<file path="config.mk">
export PLATFORM = sky130hd
export DESIGN_NAME = dyn_lut2_unit
export DESIGN_NICKNAME = d
export VERILOG_FILES = /design/src/rtl/dlut_pkg.sv /design/src/rtl/dlut_decode.sv /design/src/rtl/dlut_table_sel.sv /design/src/rtl/dlut_bit_array.sv /design/src/rtl/dlut_wb_reg.sv /design/src/rtl/dyn_lut2_unit.sv
export SDC_FILE = /design/constraint.sdc
export NUM_CORES = 1
export LEC_CHECK = 0
export BUFFER_PORTS_ARGS = -buffer_cell sky130_fd_sc_hd__buf_4
export CORE_AREA = 3 3 121 123
export CTS_CLUSTER_DIAMETER = 60
export DETAILED_ROUTE_END_ITERATION = 6
export DIE_AREA = 0 0 124 126
export PLACE_DENSITY_LB_ADDON = 0.2
export SYNTH_ARGS = -nofsm -noshare
export SYNTH_HDL_FRONTEND = slang
export SYNTH_SLANG_ARGS = --single-unit
</file>
<file path="constraint.sdc">
create_clock -name clk -period 2.8 [get_ports clk]
set_input_delay 0.14 -clock clk [delete_from_list [all_inputs] [get_ports clk]]
set_output_delay 0.14 -clock clk [all_outputs]
set_load 0.005 [all_outputs]
</file>
<file path="src/rtl/dlut_pkg.sv">
// Shared widths and the instruction field layout for the dynamic LUT unit.
// Assumes a 32-bit instruction with the most significant bit holding field start.
package dlut_pkg;
    localparam int INSN_W = 32;
    localparam int REG_AW = 5;
    localparam int PRIM_W = 6;
    localparam int EXT_W  = 5;
    localparam int TBL_W  = 4;

    typedef struct packed {
        logic [PRIM_W-1:0] prim;
        logic [REG_AW-1:0] dst;
        logic [REG_AW-1:0] src_a;
        logic [REG_AW-1:0] src_b;
        logic [REG_AW-1:0] src_c;
        logic              hi_sel;
        logic [EXT_W-1:0]  ext;
    } dlut_insn_t;
endpackage

</file>
<file path="src/rtl/dlut_decode.sv">
// Splits an instruction word into register numbers and the table-select bit,
// and flags whether the opcode pair names this operation. Purely combinational.
module dlut_decode
    import dlut_pkg::*;
#(
    parameter logic [PRIM_W-1:0] PRIM_OP = 6'd22,
    parameter logic [EXT_W-1:0]  EXT_OP  = 5'd3
) (
    input  logic [INSN_W-1:0] instr,
    output logic              legal,
    output logic [REG_AW-1:0] dst,
    output logic [REG_AW-1:0] src_a,
    output logic [REG_AW-1:0] src_b,
    output logic [REG_AW-1:0] src_c,
    output logic              hi_sel
);
    dlut_insn_t fields;

    // Field extraction through the packed layout.
    always_comb begin
        fields = dlut_insn_t'(instr);
        legal  = (fields.prim == PRIM_OP) && (fields.ext == EXT_OP);
        dst    = fields.dst;
        src_a  = fields.src_a;
        src_b  = fields.src_b;
        src_c  = fields.src_c;
        hi_sel = fields.hi_sel;
    end
endmodule

</file>
<file path="src/rtl/dlut_table_sel.sv">
// Picks the 4-entry truth table from the two lowest nibbles of the table operand.
// Assumes the operand is at least two nibbles wide.
module dlut_table_sel
    import dlut_pkg::*;
#(
    parameter int XLEN = 64
) (
    input  logic [XLEN-1:0]  tbl_src,
    input  logic             hi_sel,
    output logic [TBL_W-1:0] table_bits
);
    localparam int USED_W = 2 * TBL_W;

    logic unused_upper;
    assign unused_upper = ^tbl_src[XLEN-1:USED_W];

    // Nibble choice: select 1 takes the upper of the two low nibbles.
    always_comb begin
        if (hi_sel) table_bits = tbl_src[USED_W-1:TBL_W];
        else        table_bits = tbl_src[TBL_W-1:0];
    end
endmodule

</file>
<file path="src/rtl/dlut_bit_array.sv">
// One 4:1 lookup per bit position; the B bit is the more significant index bit.
// Assumes the truth table is stable for the whole evaluation.
module dlut_bit_array
    import dlut_pkg::*;
#(
    parameter int XLEN = 64
) (
    input  logic [XLEN-1:0]  opa,
    input  logic [XLEN-1:0]  opb,
    input  logic [TBL_W-1:0] table_bits,
    output logic [XLEN-1:0]  result
);
    for (genvar gi = 0; gi < XLEN; gi++) begin : g_bit
        logic [1:0] sel;
        // Per-bit index and lookup.
        always_comb begin
            sel        = {opb[gi], opa[gi]};
            result[gi] = table_bits[sel];
        end
    end
endmodule

</file>
<file path="src/rtl/dlut_wb_reg.sv">
// Result register with a valid/ready write-back handshake. A new result may be
// loaded in the same cycle the previous one is taken. Assumes load only when ready.
module dlut_wb_reg
    import dlut_pkg::*;
#(
    parameter int XLEN = 64
) (
    input  logic              clk,
    input  logic              rst_n,
    input  logic              load,
    input  logic [REG_AW-1:0] load_idx,
    input  logic [XLEN-1:0]   load_data,
    input  logic              wb_ready,
    output logic              ready,
    output logic              wb_valid,
    output logic [REG_AW-1:0] wb_idx,
    output logic [XLEN-1:0]   wb_data
);
    // Space is free when empty or when the current result leaves now.
    assign ready = !wb_valid || wb_ready;

    // Capture a new result or drop the old one once it is taken.
    always_ff @(posedge clk) begin
        if (!rst_n) begin
            wb_valid <= 1'b0;
            wb_idx   <= '0;
            wb_data  <= '0;
        end else if (ready) begin
            wb_valid <= load;
            if (load) begin
                wb_idx  <= load_idx;
                wb_data <= load_data;
            end
        end
    end

    assert_wb_hold_R6: assert property (@(posedge clk) disable iff (!rst_n)
        (wb_valid && !wb_ready) |=> (wb_valid && $stable(wb_idx) && $stable(wb_data)));

    assert_reset_clear_R8: assert property (@(posedge clk)
        !rst_n |=> (!wb_valid && wb_data == '0));
endmodule

</file>
<file path="src/rtl/dyn_lut2_unit.sv">
// Top of the dynamic two-input LUT unit: decode, register reads, table choice,
// per-bit lookup and registered write-back. Assumes the register file answers
// the read indices combinationally in the same cycle.
module dyn_lut2_unit
    import dlut_pkg::*;
#(
    parameter int                XLEN    = 64,
    parameter logic [PRIM_W-1:0] PRIM_OP = 6'd22,
    parameter logic [EXT_W-1:0]  EXT_OP  = 5'd3
) (
    input  logic              clk,
    input  logic              rst_n,
    input  logic              req_valid,
    output logic              req_ready,
    input  logic [INSN_W-1:0] req_instr,
    output logic [REG_AW-1:0] rd_a_idx,
    output logic [REG_AW-1:0] rd_b_idx,
    output logic [REG_AW-1:0] rd_c_idx,
    input  logic [XLEN-1:0]   src_a_data,
    input  logic [XLEN-1:0]   src_b_data,
    input  logic [XLEN-1:0]   src_c_data,
    output logic              wb_valid,
    input  logic              wb_ready,
    output logic [REG_AW-1:0] wb_idx,
    output logic [XLEN-1:0]   wb_data
);
    logic              dec_legal;
    logic [REG_AW-1:0] dec_dst;
    logic              dec_hi;
    logic [TBL_W-1:0]  tbl;
    logic [XLEN-1:0]   lut_out;
    logic              accept;
    logic              do_load;

    dlut_decode #(.PRIM_OP(PRIM_OP), .EXT_OP(EXT_OP)) u_decode (
        .instr  (req_instr),
        .legal  (dec_legal),
        .dst    (dec_dst),
        .src_a  (rd_a_idx),
        .src_b  (rd_b_idx),
        .src_c  (rd_c_idx),
        .hi_sel (dec_hi)
    );

    dlut_table_sel #(.XLEN(XLEN)) u_table (
        .tbl_src    (src_c_data),
        .hi_sel     (dec_hi),
        .table_bits (tbl)
    );

    dlut_bit_array #(.XLEN(XLEN)) u_bits (
        .opa        (src_a_data),
        .opb        (src_b_data),
        .table_bits (tbl),
        .result     (lut_out)
    );

    // Handshake: a word is consumed whenever offered and space exists.
    assign accept  = req_valid && req_ready;
    assign do_load = accept && dec_legal;

    dlut_wb_reg #(.XLEN(XLEN)) u_wb (
        .clk       (clk),
        .rst_n     (rst_n),
        .load      (do_load),
        .load_idx  (dec_dst),
        .load_data (lut_out),
        .wb_ready  (wb_ready),
        .ready     (req_ready),
        .wb_valid  (wb_valid),
        .wb_idx    (wb_idx),
        .wb_data   (wb_data)
    );

    assert_accept_latency_R5: assert property (@(posedge clk) disable iff (!rst_n)
        (req_valid && req_ready && dec_legal) |=> (wb_valid && wb_idx == $past(dec_dst)));

    assert_drop_foreign_R7: assert property (@(posedge clk) disable iff (!rst_n)
        (req_valid && req_ready && !dec_legal) |=> !wb_valid);

    assert_ready_when_empty_R7: assert property (@(posedge clk) disable iff (!rst_n)
        !wb_valid |-> req_ready);
endmodule

</file>
Word-level counts from Yosys, hierarchy flattened
Cells that the tools add are included.
Word-level totals
  input bits: 228
  output and inout bits: 86
  register bits: 70
Operators by class
  order comparisons: 64
  multiplexer cells: 129
  equal/unequal tests: 2
  reduce and logical (&&, ||, !) cells: 6
Operator list (number)
  less-than comparator 2 x 3 -> 1 bit (second input constant): 64
  binary-select mux 1 bit (select 2 bit): 64
  2-to-1 mux 1 bit: 64
  == test 6 x 5 -> 1 bit (second input constant): 1
  == test 5 x 2 -> 1 bit (second input constant): 1
  2-to-1 mux 4 bit: 1
  logical AND 1 bit: 3
  AND reduction 2 bit: 1
  logical NOT 1 bit: 1
  logical OR 1 bit: 1

Depth between registers and ports, before layout
Gate-level depths: netlist of run 1.
  depth after elaboration: 5
  gate-level depth with buffers: 7

Hierarchy
From an unflattened synthesis of run 1, not the netlist that was laid out.
Second synthesis, totals
  cell total of the unflattened synthesis: 425
  area total of the unflattened synthesis: 4610.7 um^2
By module, submodules not included
  dlut_wb_reg: area an instance 2761.4 um^2, cells an instance 304, times used 1
  dlut_bit_array: area an instance 1604.0 um^2, cells an instance 91, times used 1
  dlut_decode: area an instance 193.9 um^2, cells an instance 25, times used 1
  dlut_table_sel: area an instance 45.0 um^2, cells an instance 4, times used 1
  dyn_lut2_unit: area an instance 6.3 um^2, cells an instance 1, times used 1

Worst setup path before layout of run 1
OpenSTA, ideal clock, no wires.
  path kind: input-to-reg
  from: in req_instr[5]
  to: reg u_wb.wb_data[0]
  arrival time: 1194 ps
  buffers on the path: 1
  path slack: 1489 ps
  stages: 5
  setup time: 117 ps
  data required time: 2683 ps
  cell sequence: mux2_4 > buf_6 > mux4_2 > nor2_1 > nor2_1
On the way
  word-level cells in the longest chain between the ends: 3
Ends and longest elaborated chain
  start, declared: RTL line dyn_lut2_unit.sv:15  | input logic [INSN_W-1:0] req_instr,
  2-to-1 mux 4 bit: RTL line dlut_table_sel.sv:19  | if (hi_sel) table_bits = tbl_src[USED_W-1:TBL_W];
  binary-select mux 1 bit (select 2 bit): RTL line dlut_bit_array.sv:18  | result[gi] = table_bits[sel];
  2-to-1 mux 1 bit (implied by the code): RTL line dlut_bit_array.sv:18
  end signal, assigned: RTL line dlut_wb_reg.sv:32  | wb_data <= load_data;
  end, declared: RTL line dlut_wb_reg.sv:17  | output logic [XLEN-1:0] wb_data
Every way passes these cells. The select of a mux whose other input is x is not followed.
A chain may end at the register's enable or synchronous reset.

Worst setup path after layout of run 1
  from: in req_instr[4]
  to: reg u_wb.wb_data[9]
On the way
  word-level cells in the longest chain between the ends: 4
Ends and longest elaborated chain
  == test 5 x 2 -> 1 bit: RTL line dlut_decode.sv:22  | legal = (fields.prim == PRIM_OP) && (fields.ext == EXT_OP);
  logical AND 1 bit: RTL line dlut_decode.sv:22
  logical AND 1 bit: RTL line dyn_lut2_unit.sv:60  | assign do_load = accept && dec_legal;
  AND reduction 2 bit (no source line)
Every way passes these cells.

==> impl_metrics.ini, run 1 <==
[status]
status = finished, final reports clean

[drt]
remaining_drc_errors = 0
dr.pass1.iters = 4
routed-via-count = 3804
drt.antenna.violating_nets = 0
vias_per_cell = 4.88
routedWlPerCell_um = 16.3
wl_mm = 12.7
drt_iter0_markers = 183

[power]
power.internal_mw = 2.20
clockPowerShare_pct = 46.7
p_leak_nw = 2.66
peakVddDrop_uv = 252
power_switching_share_pct = 21.7
p_sw_mw = 0.611
pwr-share-seq_pct = 35.5
power_density_mw_per_mm2 = 457
power_frac_comb_pct = 17.8

[global_route]
grt_start_max_net_pins = 71
track_usage_pct = 16.0
grt_pass1_wl_mm = 19.8
grt-ovfl-total = 0
grt_pass1_vias = 3781
antenna_found_initial = 0

[timing]
worst_slack_ps = 1360
final_max_slew_viol_count = 0
final.period_utilization_pct = 51.5
hold_viol = 0
slew_headroom_pct = 59.0
worst_slew_pin_slew_ps = 615
setup-tns-final_ps = 0
finalSetupViolations = 0
fmax_mhz = 693
grt_setup_unrepaired = no
period_needed_ps = 1440
clock_skew_ps = 5.66

[logic_synthesis]
seq_area_frac_synth_pct = 33.3
synth_seq_cells = 70
syn_inst = 413
synth_area_per_cell_um2 = 10.2
synth.net_count = 641
synth.distinct_cells = 19
synth_area_mm2 = 0.00420
yosys_warnings = 0

[die]
die_h_um = 126
dieWidth_um = 124
start_util_pct = 30.5
fp-row-count = 43
ioPinCount = 314
coreArea_mm2 = 0.0138
die-area_mm2 = 0.0156

[critical_path]
cp_max_fo = 36
crit_type = input port to register
end_kind = register
crit_required_ps = 3060
worstPathArrival_ps = 1700
cp-start-kind = input port

[layout]
syn2layout_area_growth_pct = 46.1
diodes = 0
fin_util_pct = 44.6
layout-drive-gt1-share_pct = 52.8
nets = 822

[clock_tree]
cts_buffer_depth = 2
numCtsBuffers = 9
insertion_delay_ps = 320
clock-sinks = 70
tritoncts = built
cts-root-buf = clkbuf_16
clk_pin_slew_ps = 60
cts_hold_buf = 0
post_cts_resized = 0
postCtsSetupBuffers = 0
cts_max_level = 3

[placement]
pre_cts_ws_ps = 918
dp_hpwl_mm = 9.27
gp_congestion = 0.746
io_buffers = 227

[worst_hold_path]
hold_path.class = input port to register

[run]
max-cap-violations = 0
-- cells by family (layout without fill, tap and decap cells) --
family          after synthesis  after routing  synth area share, %
compound gates               70             70                 8.69
buf+inv                      61            247                 8.75
flops                        70             70                 33.3
mux                          68             68                 35.7
simple gates                144            144                 13.5
-- per-stage QoR --
stage               std cells  instance area (um^2)  total power [mW]  hold WS [ps]
floorplan                 413                  4200              1.33           275
global placement          763                  5800              1.52           280
detailed placement        763                  5800              1.52           280
CTS                       779                  6140              2.86          44.7
global route              779                  6140              2.93          55.8
finish                    779                  6140              2.81          60.0
-- cell usage in the layout, fill, tap and decap left out, drive strengths merged, types with 3 or more instances in the layout --
cell    netlist  final
a21boi        6      6
buf          47    231
bufinv        0      3
clkbuf       14      9
clkinv        0      3
dfxtp        70     70
mux2          4      4
mux4         64     64
nand2        10     10
nor2        128    128
o21ai        64     64
-- registers in the layout, indices dropped and copies added, names as in the netlist --
name           cells
u_wb.wb_valid      1
u_wb.wb_idx        5
u_wb.wb_data      64
-- cell type report --
type / instances / area, um^2
Tap cell: 180 / 225
Clock buffer: 9 / 225
Fill cell: 1370 / 7630
Timing Repair Buffer: 231 / 1730
Sequential cell: 70 / 1400
Multi-Input combinational cell: 282 / 2440
Clock inverter: 7 / 121
-- per-layer routing --
| layer | up-vias | share of wire, % | global-route usage (%) |
|---|---|---|---|
| met3 | 15 | 7.6 | 4.36 |
| li1 | 1831 | - | - |
| met5 | - | 0 | 0 |
| met2 | 142 | 50 | 25.9 |
| met1 | 1816 | 41 | 20.5 |
| met4 | 0 | 1.2 | 5.48 |
-- Yosys cell counts --
cell type / instances / area, um^2
mux2_4: 4 / 60.1
nor2_1: 128 / 480
mux4_2: 64 / 1440
o21ai_0: 54 / 270
clkbuf_1: 14 / 52.6
dfxtp_1: 70 / 1400
nand2_1: 10 / 37.5
nand4_1: 1 / 6.26
nor4bb_1: 1 / 10.0
nor4b_1: 1 / 8.76
buf_4: 17 / 128
and4_1: 1 / 8.76
and4b_1: 1 / 10.0
a21boi_0: 1 / 7.51
a21boi_1: 5 / 37.5
o21ai_1: 10 / 50.1
buf_2: 24 / 120
nand2b_1: 1 / 6.26
buf_6: 6 / 67.6
-- path summary, 6_finish.rpt --
check	start	to	slack (ps)	cells after the start
setup / recovery	req_instr[4]	u_wb.wb_data[9]	1360	6
hold / removal	req_instr[21]	u_wb.wb_idx[0]	60	3
setup reg to reg	u_wb.wb_valid	u_wb.wb_data[9]	1460	5
hold reg to reg	u_wb.wb_idx[1]	u_wb.wb_idx[1]	450	2
-- power by group through the flow --
stage | registers, mW | logic (mW) | clock network, mW
2_1_floorplan | 1.02 | 0.316 | 0
3_3_place_gp | 1.02 | 0.501 | 0
3_5_place_dp | 1.02 | 0.505 | 0
4_1_cts | 0.996 | 0.506 | 1.35
5_1_grt | 0.996 | 0.540 | 1.40
6_report | 0.996 | 0.501 | 1.31
-- critical path: stages --
cell	delay, ps
buf_4	110
nor4b_1	520
and4_2	340
buf_4	310
o21ai_0	130
nor2_1	140
No activity file was read; power rests on OpenSTA's default activity.
==> run 2: changes to the inputs <==
ABC_AREA = 1   (was unset)
CORE_AREA = unset   (was 3 3 121 123)
CORE_ASPECT_RATIO = 2   (was unset)
CORE_MARGIN = 3   (was unset)
CORE_UTILIZATION = 42   (was unset)
DIE_AREA = unset   (was 0 0 124 126)
clock period = 1.3 ns   (was 2.8 ns; I/O delays follow)
==> run 2 against run 1 <==
First-iteration DRC count grew 100%. Clock-buffer cell count unchanged. Setup slack worse by 1300 ps. Synthesized cell count increased to 2.6 times the previous value. Global-route usage grew 9.4 points. Die area is 0.55% higher. Area after synthesis up 41%. Wire length up 63%. Hold slack worse by 23 ps. Combinational power rose to 3.2 times the previous value. Final area up 35%. Sequential share of layout area decreased by 5.9 points. Critical endpoint is now u_wb.wb_data[10].
==> impl_metrics.ini, run 2 <==
[placement]
placedInstanceArea_mm2 = 0.00787
gp_congestion = 0.860
io_buffers = 227
dp_hpwl_mm = 14.5

[layout]
largest-register = u_wb.wb_data
regArea_mm2 = 0.00140
diodes = 0
layout_commonest_cell = nand3_1
final_cell_mix = nand3_1, buf_4, nand2_1
multiInputGateArea_mm2 = 0.00354
final_area_mm2 = 0.00830
largest_reg_flops = 64
layout-drive-gt1-share_pct = 24.0
reg.largest.list = u_wb.wb_data (64), u_wb.wb_idx (5), u_wb.wb_valid (1)
nets = 1476
fin_util_pct = 60.8
fillCellCount = 1415
syn2layout_area_growth_pct = 39.6

[clock_tree]
insertion_delay_ps = 340
tritoncts = built
numCtsBuffers = 9
cts_max_level = 3
cts_buffer_depth = 2
clk_pin_slew_ps = 60
clock-sinks = 70
cts-root-buf = clkbuf_16

[logic_synthesis]
synth_flop_cell = dfxtp_1
synth_area_leaders = nand3_1, dfxtp_1, nand2_1, inv_1, nor2_1
synth.distinct_cells = 17
yosys.area.top_type = nand3_1
synth_top_cells_by_count = nand3_1, nand2_1, inv_1
yosysMostFrequentCell = nand3_1
synth.net_count = 1288
synth_top_cell_area_share_pct = 28.3
yosys_warnings = 0
synth_area_per_cell_um2 = 5.61
synth_seq_cells = 70
seq_area_frac_synth_pct = 23.6
synth_edf_count = 0
syn_inst = 1060
synth_area_mm2 = 0.00595
synthArstFlopShare_pct = 0

[global_route]
grt-ovfl-total = 0
grt_start_max_net_pins = 71
antenna_found_initial = 0
track_usage_pct = 25.4
grt_pass1_vias = 7184
grt_pass1_wl_mm = 33.4

[run]
max-cap-violations = 0

[timing]
holdWs_ps = 37.2
hold_viol = 0
fmax_mhz = 784
period_needed_ps = 1280
grt_setup_unrepaired = yes
slew_headroom_pct = 72.1
finalSetupViolations = 0
final.period_utilization_pct = 98.1
clock_skew_ps = 11.2
worst_slew_pin_slew_ps = 418
final_max_slew_viol_count = 0

[critical_path]
cp_max_fo = 21
crit_type = register to register
end_kind = register
cp-startpoint = u_wb.wb_valid
crit_required_ps = 1570
rr_startpoint = u_wb.wb_valid
reg2reg_depth = 8
cp-start-kind = register
worstPathArrival_ps = 1540

[drt]
vias_per_cell = 5.19
dr.pass1.iters = 5
drt.antenna.violating_nets = 0
drt_iter0_markers = 371
remaining_drc_errors = 0
routedWlPerCell_um = 14.4
wl_mm = 20.7
routed-via-count = 7467

[die]
dieWidth_um = 90.1
ioPinCount = 314
coreArea_mm2 = 0.0137
fp-row-count = 60
start_util_pct = 43.5
die_h_um = 174
die-area_mm2 = 0.0157

[worst_hold_path]
hold_start = req_instr[23]
hold-path-cell-count = 4
hold_path.class = input port to register

[status]
status = finished, final reports clean

[power]
p_leak_nw = 4.63
p_sw_mw = 1.83
clockPowerShare_pct = 41.6
power.internal_mw = 4.59
power_frac_comb_pct = 24.9
power_density_mw_per_mm2 = 773
peakVddDrop_uv = 693
pwr-share-seq_pct = 33.4
power_switching_share_pct = 28.6
## run 2: changes by cell type after synthesis, moves of 4 or more
cell	change
inv_1	+149
buf_1	+4
nand3b_1	+54
o21ai_1	-10
o21ai_0	-54
clkbuf_1	-6
mux4_2	-64
nand2_2	+8
a21boi_1	-4
nand3_1	+336
buf_2	+29
mux2_4	-4
nor2_1	+17
nand2_1	+195
## run 2: power by group through the flow
stage	Clock, mW	Sequential [mW]	Combinational, mW
floorplan	0	2.19	0.905
global placement	0	2.19	1.57
detailed placement	0	2.19	1.59
CTS	2.73	2.15	1.59
global route	2.82	2.14	1.79
finish	2.67	2.15	1.60
## run 2: worst paths after layout
kind,to,slack (ps)
setup / recovery,u_wb.wb_data[10],20
hold / removal,u_wb.wb_idx[2],40
setup reg to reg,u_wb.wb_data[10],20
hold reg to reg,u_wb.wb_idx[1],480
## run 2: cell type report
class | instances | share of cell area [%]
Inverter | 151 | 6.83
Sequential cell | 70 | 16.9
Tap cell | 186 | 2.80
Timing Repair Buffer | 262 | 27.1
Clock inverter | 6 | 1.05
Multi-Input combinational cell | 754 | 42.6
Clock buffer | 9 | 2.71
## run 2: per-stage QoR
stage	std cells	TNS [ps]	total power [mW]	setup WS [ps]
after global routing	1438	-2340	6.76	-90.2
after floorplan	1060	0	3.10	15.3
final	1438	0	6.42	25.0
after CTS	1432	0	6.47	26.7
after global placement	1417	0	3.76	50.4
after detailed placement	1417	0	3.78	40.8
## run 2: timing repair
item / CTS / global route
hold buffers: 0 / 0
setup buffers: 0 / 3
gates resized for setup: 0 / 12
setup endpoints to repair: 0 / 60
## run 2: layer usage
| layer | up-vias | share of wire [%] | global-route usage, % |
|---|---|---|---|
| li1 | 3725 | - | - |
| met1 | 3361 | 37 | 28.2 |
| met2 | 323 | 52 | 45.5 |
| met3 | 58 | 6.8 | 4.55 |
| met4 | 0 | 3.8 | 13.2 |
| met5 | - | 0 | 0 |
## run 2: cell families after synthesis
family	synth area share (%)
buf+inv	17.8
compound gates	0.126
simple gates	58.5
flops	23.6
## run 2: worst max-delay path, stage by stage (launching register included)
cell and delay (ps):
dfxtp_2 320, nand2_2 70, nand2_2 60, nor2_4 160, nand2_8 130, clkbuf_16 250, nand2_1 70, nand2_1 40
nor2_1 100
==> run 3: changes to the inputs <==
RECOVER_POWER = 25   (was unset)
==> run 3 against run 2 <==
Non-clock buffer count is the same. Global-route usage is the same. Final area is essentially flat. Setup slack is essentially flat. Hold slack is essentially flat. Combinational power is essentially flat. Largest cell class unchanged. Clock-buffer cell count is the same. Largest power group unchanged. Flip-flop and latch count is the same. First-iteration DRC count grew 1.1%. Clock skew is essentially flat. Sequential share of layout area is essentially flat. Power shrank 0.11%.
==> impl_metrics.ini, run 3 (same netlist as run 2, synthesis figures left out) <==
[critical_path]
critical-path-max-stage-delay_ps = 320
cp_cell_sequence = nand2_2 -> nand2_2 -> nor2_4 -> nand2_8 -> clkbuf_16 -> nand2_1 -> nand2_1 -> nor2_1
cp-start-kind = register
path_buf_inv = 1
reg2reg_depth = 8
r2r-end = u_wb.wb_data[10]
worstPathArrival_ps = 1540
rr_startpoint = u_wb.wb_valid
reg2reg_slack_ps = 20
critPathTopFamily = simple AND/OR/NAND/NOR gates
crit_cells = 8
end_kind = register
crit_type = register to register
crit_required_ps = 1570
cp_max_fo = 21
slowest_stage = dfxtp_2

[placement]
io_buffers = 227
placed_cells = 1417
placedInstanceArea_mm2 = 0.00787
pre_cts_ws_ps = 40.8
dp_hpwl_mm = 14.5
gp_congestion = 0.860

[clock_tree]
insertion_delay_ps = 340
cts_hold_buf = 0
cts_max_level = 3
cts_buffer_depth = 2
clk_pin_slew_ps = 60
numCtsBuffers = 9
cts-root-buf = clkbuf_16
tritoncts = built
clock-sinks = 70

[die]
die-area_mm2 = 0.0157
die_h_um = 174
dieWidth_um = 90.1
fp-row-count = 60
ioPinCount = 314
coreArea_mm2 = 0.0137
start_util_pct = 43.5

[timing]
worst_slack_ps = 24.5
slew_headroom_pct = 72.1
worst_slew_pin_slew_ps = 418
finalSetupViolations = 0
fmax_mhz = 784
holdWs_ps = 37.4
setup-tns-final_ps = 0
period_needed_ps = 1280
grt_setup_unrepaired = yes
clock_skew_ps = 10.8
final.period_utilization_pct = 98.1
final_max_slew_viol_count = 0
hold_viol = 0

[power]
power_mw = 6.41
power.internal_mw = 4.59
clockPowerShare_pct = 41.6
p_sw_mw = 1.83
pwr-share-seq_pct = 33.5
p_leak_nw = 4.62
power_density_mw_per_mm2 = 773
power_switching_share_pct = 28.5
power_frac_comb_pct = 24.9
peakVddDrop_uv = 691

[layout]
diodes = 0
largest_reg_flops = 64
largest-register = u_wb.wb_data
layout-drive-gt1-share_pct = 23.9
reg.largest.list = u_wb.wb_data (64), u_wb.wb_idx (5), u_wb.wb_valid (1)
final_area_mm2 = 0.00830
fin_util_pct = 60.7
syn2layout_area_growth_pct = 39.5
final_cell_mix = nand3_1, buf_4, nand2_1
layout_commonest_cell = nand3_1
nets = 1476
fillCellCount = 1419
stdcell_count = 1438

[global_route]
track_usage_pct = 25.4
grt-ovfl-total = 0
grt_pass1_vias = 7184
grt_start_max_net_pins = 71
grt_pass1_wl_mm = 33.4
antenna_found_initial = 0

[drt]
vias_per_cell = 5.19
routedWlPerCell_um = 14.3
dr.pass1.iters = 6
wl_mm = 20.6
routed-via-count = 7459
drt.antenna.violating_nets = 0
remaining_drc_errors = 0
drt_iter0_markers = 375

[worst_hold_path]
hold_path.class = input port to register
hold_start = req_instr[23]
hold-path-cell-count = 4
hold_end = u_wb.wb_idx[2]

[run]
max-cap-violations = 0

[status]
status = finished, final reports clean
-- run 3: cell types whose count changed in the layout (fill, tap and decap cells not counted) --
cell and delta:
clkbuf_4 +9, buf_4 -11, clkbuf_1 +2
-- run 3: final cells by class --
cell class | instances | area [um^2] | area share [%]
clock buffers | 9 | 225 | 2.71
clock inverters | 6 | 87.6 | 1.06
inverters | 151 | 567 | 6.83
multi-input cells | 754 | 3540 | 42.6
flip-flops and latches | 70 | 1400 | 16.9
well taps | 186 | 233 | 2.81
repair buffers | 262 | 2240 | 27.0
-- run 3: tightest hold or removal path, delay by kind of cell --
| family | cells | cell delay (ps) |
|---|---|---|
| buf+inv | 1 | 70 |
| simple gates | 3 | 190 |
-- run 3: timing repair --
action	4_1_cts	5_1_grt
buffers inserted	0	3
hold endpoints to repair	0	0
endpoints found under the setup margin	0	60
gates resized for setup	0	12
-- run 3: per-layer routing --
layer | vias up | wire length (um) | global-route usage, %
met5 | - | 0 | 0
met4 | 0 | 808 | 13.2
met3 | 56 | 1520 | 4.55
met2 | 329 | 10800 | 45.5
met1 | 3347 | 7460 | 28.2
li1 | 3727 | - | -
-- run 3: how the worst max path moves through the flow --
| stage | startpoint | endpoint | slack (ps) |
|---|---|---|---|
| 6_report | u_wb.wb_valid | u_wb.wb_data[10] | 20 |
| 5_1_grt | u_wb.wb_valid | u_wb.wb_data[40] | -90 |
| 4_1_cts | u_wb.wb_valid | u_wb.wb_data[9] | 30 |
| 3_5_place_dp | u_wb.wb_valid | u_wb.wb_data[62] | 40 |
| 3_3_place_gp | u_wb.wb_valid | u_wb.wb_data[62] | 50 |
| 2_1_floorplan | u_wb.wb_valid | u_wb.wb_data[49] | 20 |
-- run 3: power groups by stage --
stage / sequential [mW] / clock (mW) / combinational (mW)
after global placement: 2.19 / 0 / 1.57
final: 2.15 / 2.67 / 1.60
after CTS: 2.15 / 2.73 / 1.59
after floorplan: 2.19 / 0 / 0.905
after detailed placement: 2.19 / 0 / 1.59
after global routing: 2.14 / 2.82 / 1.79
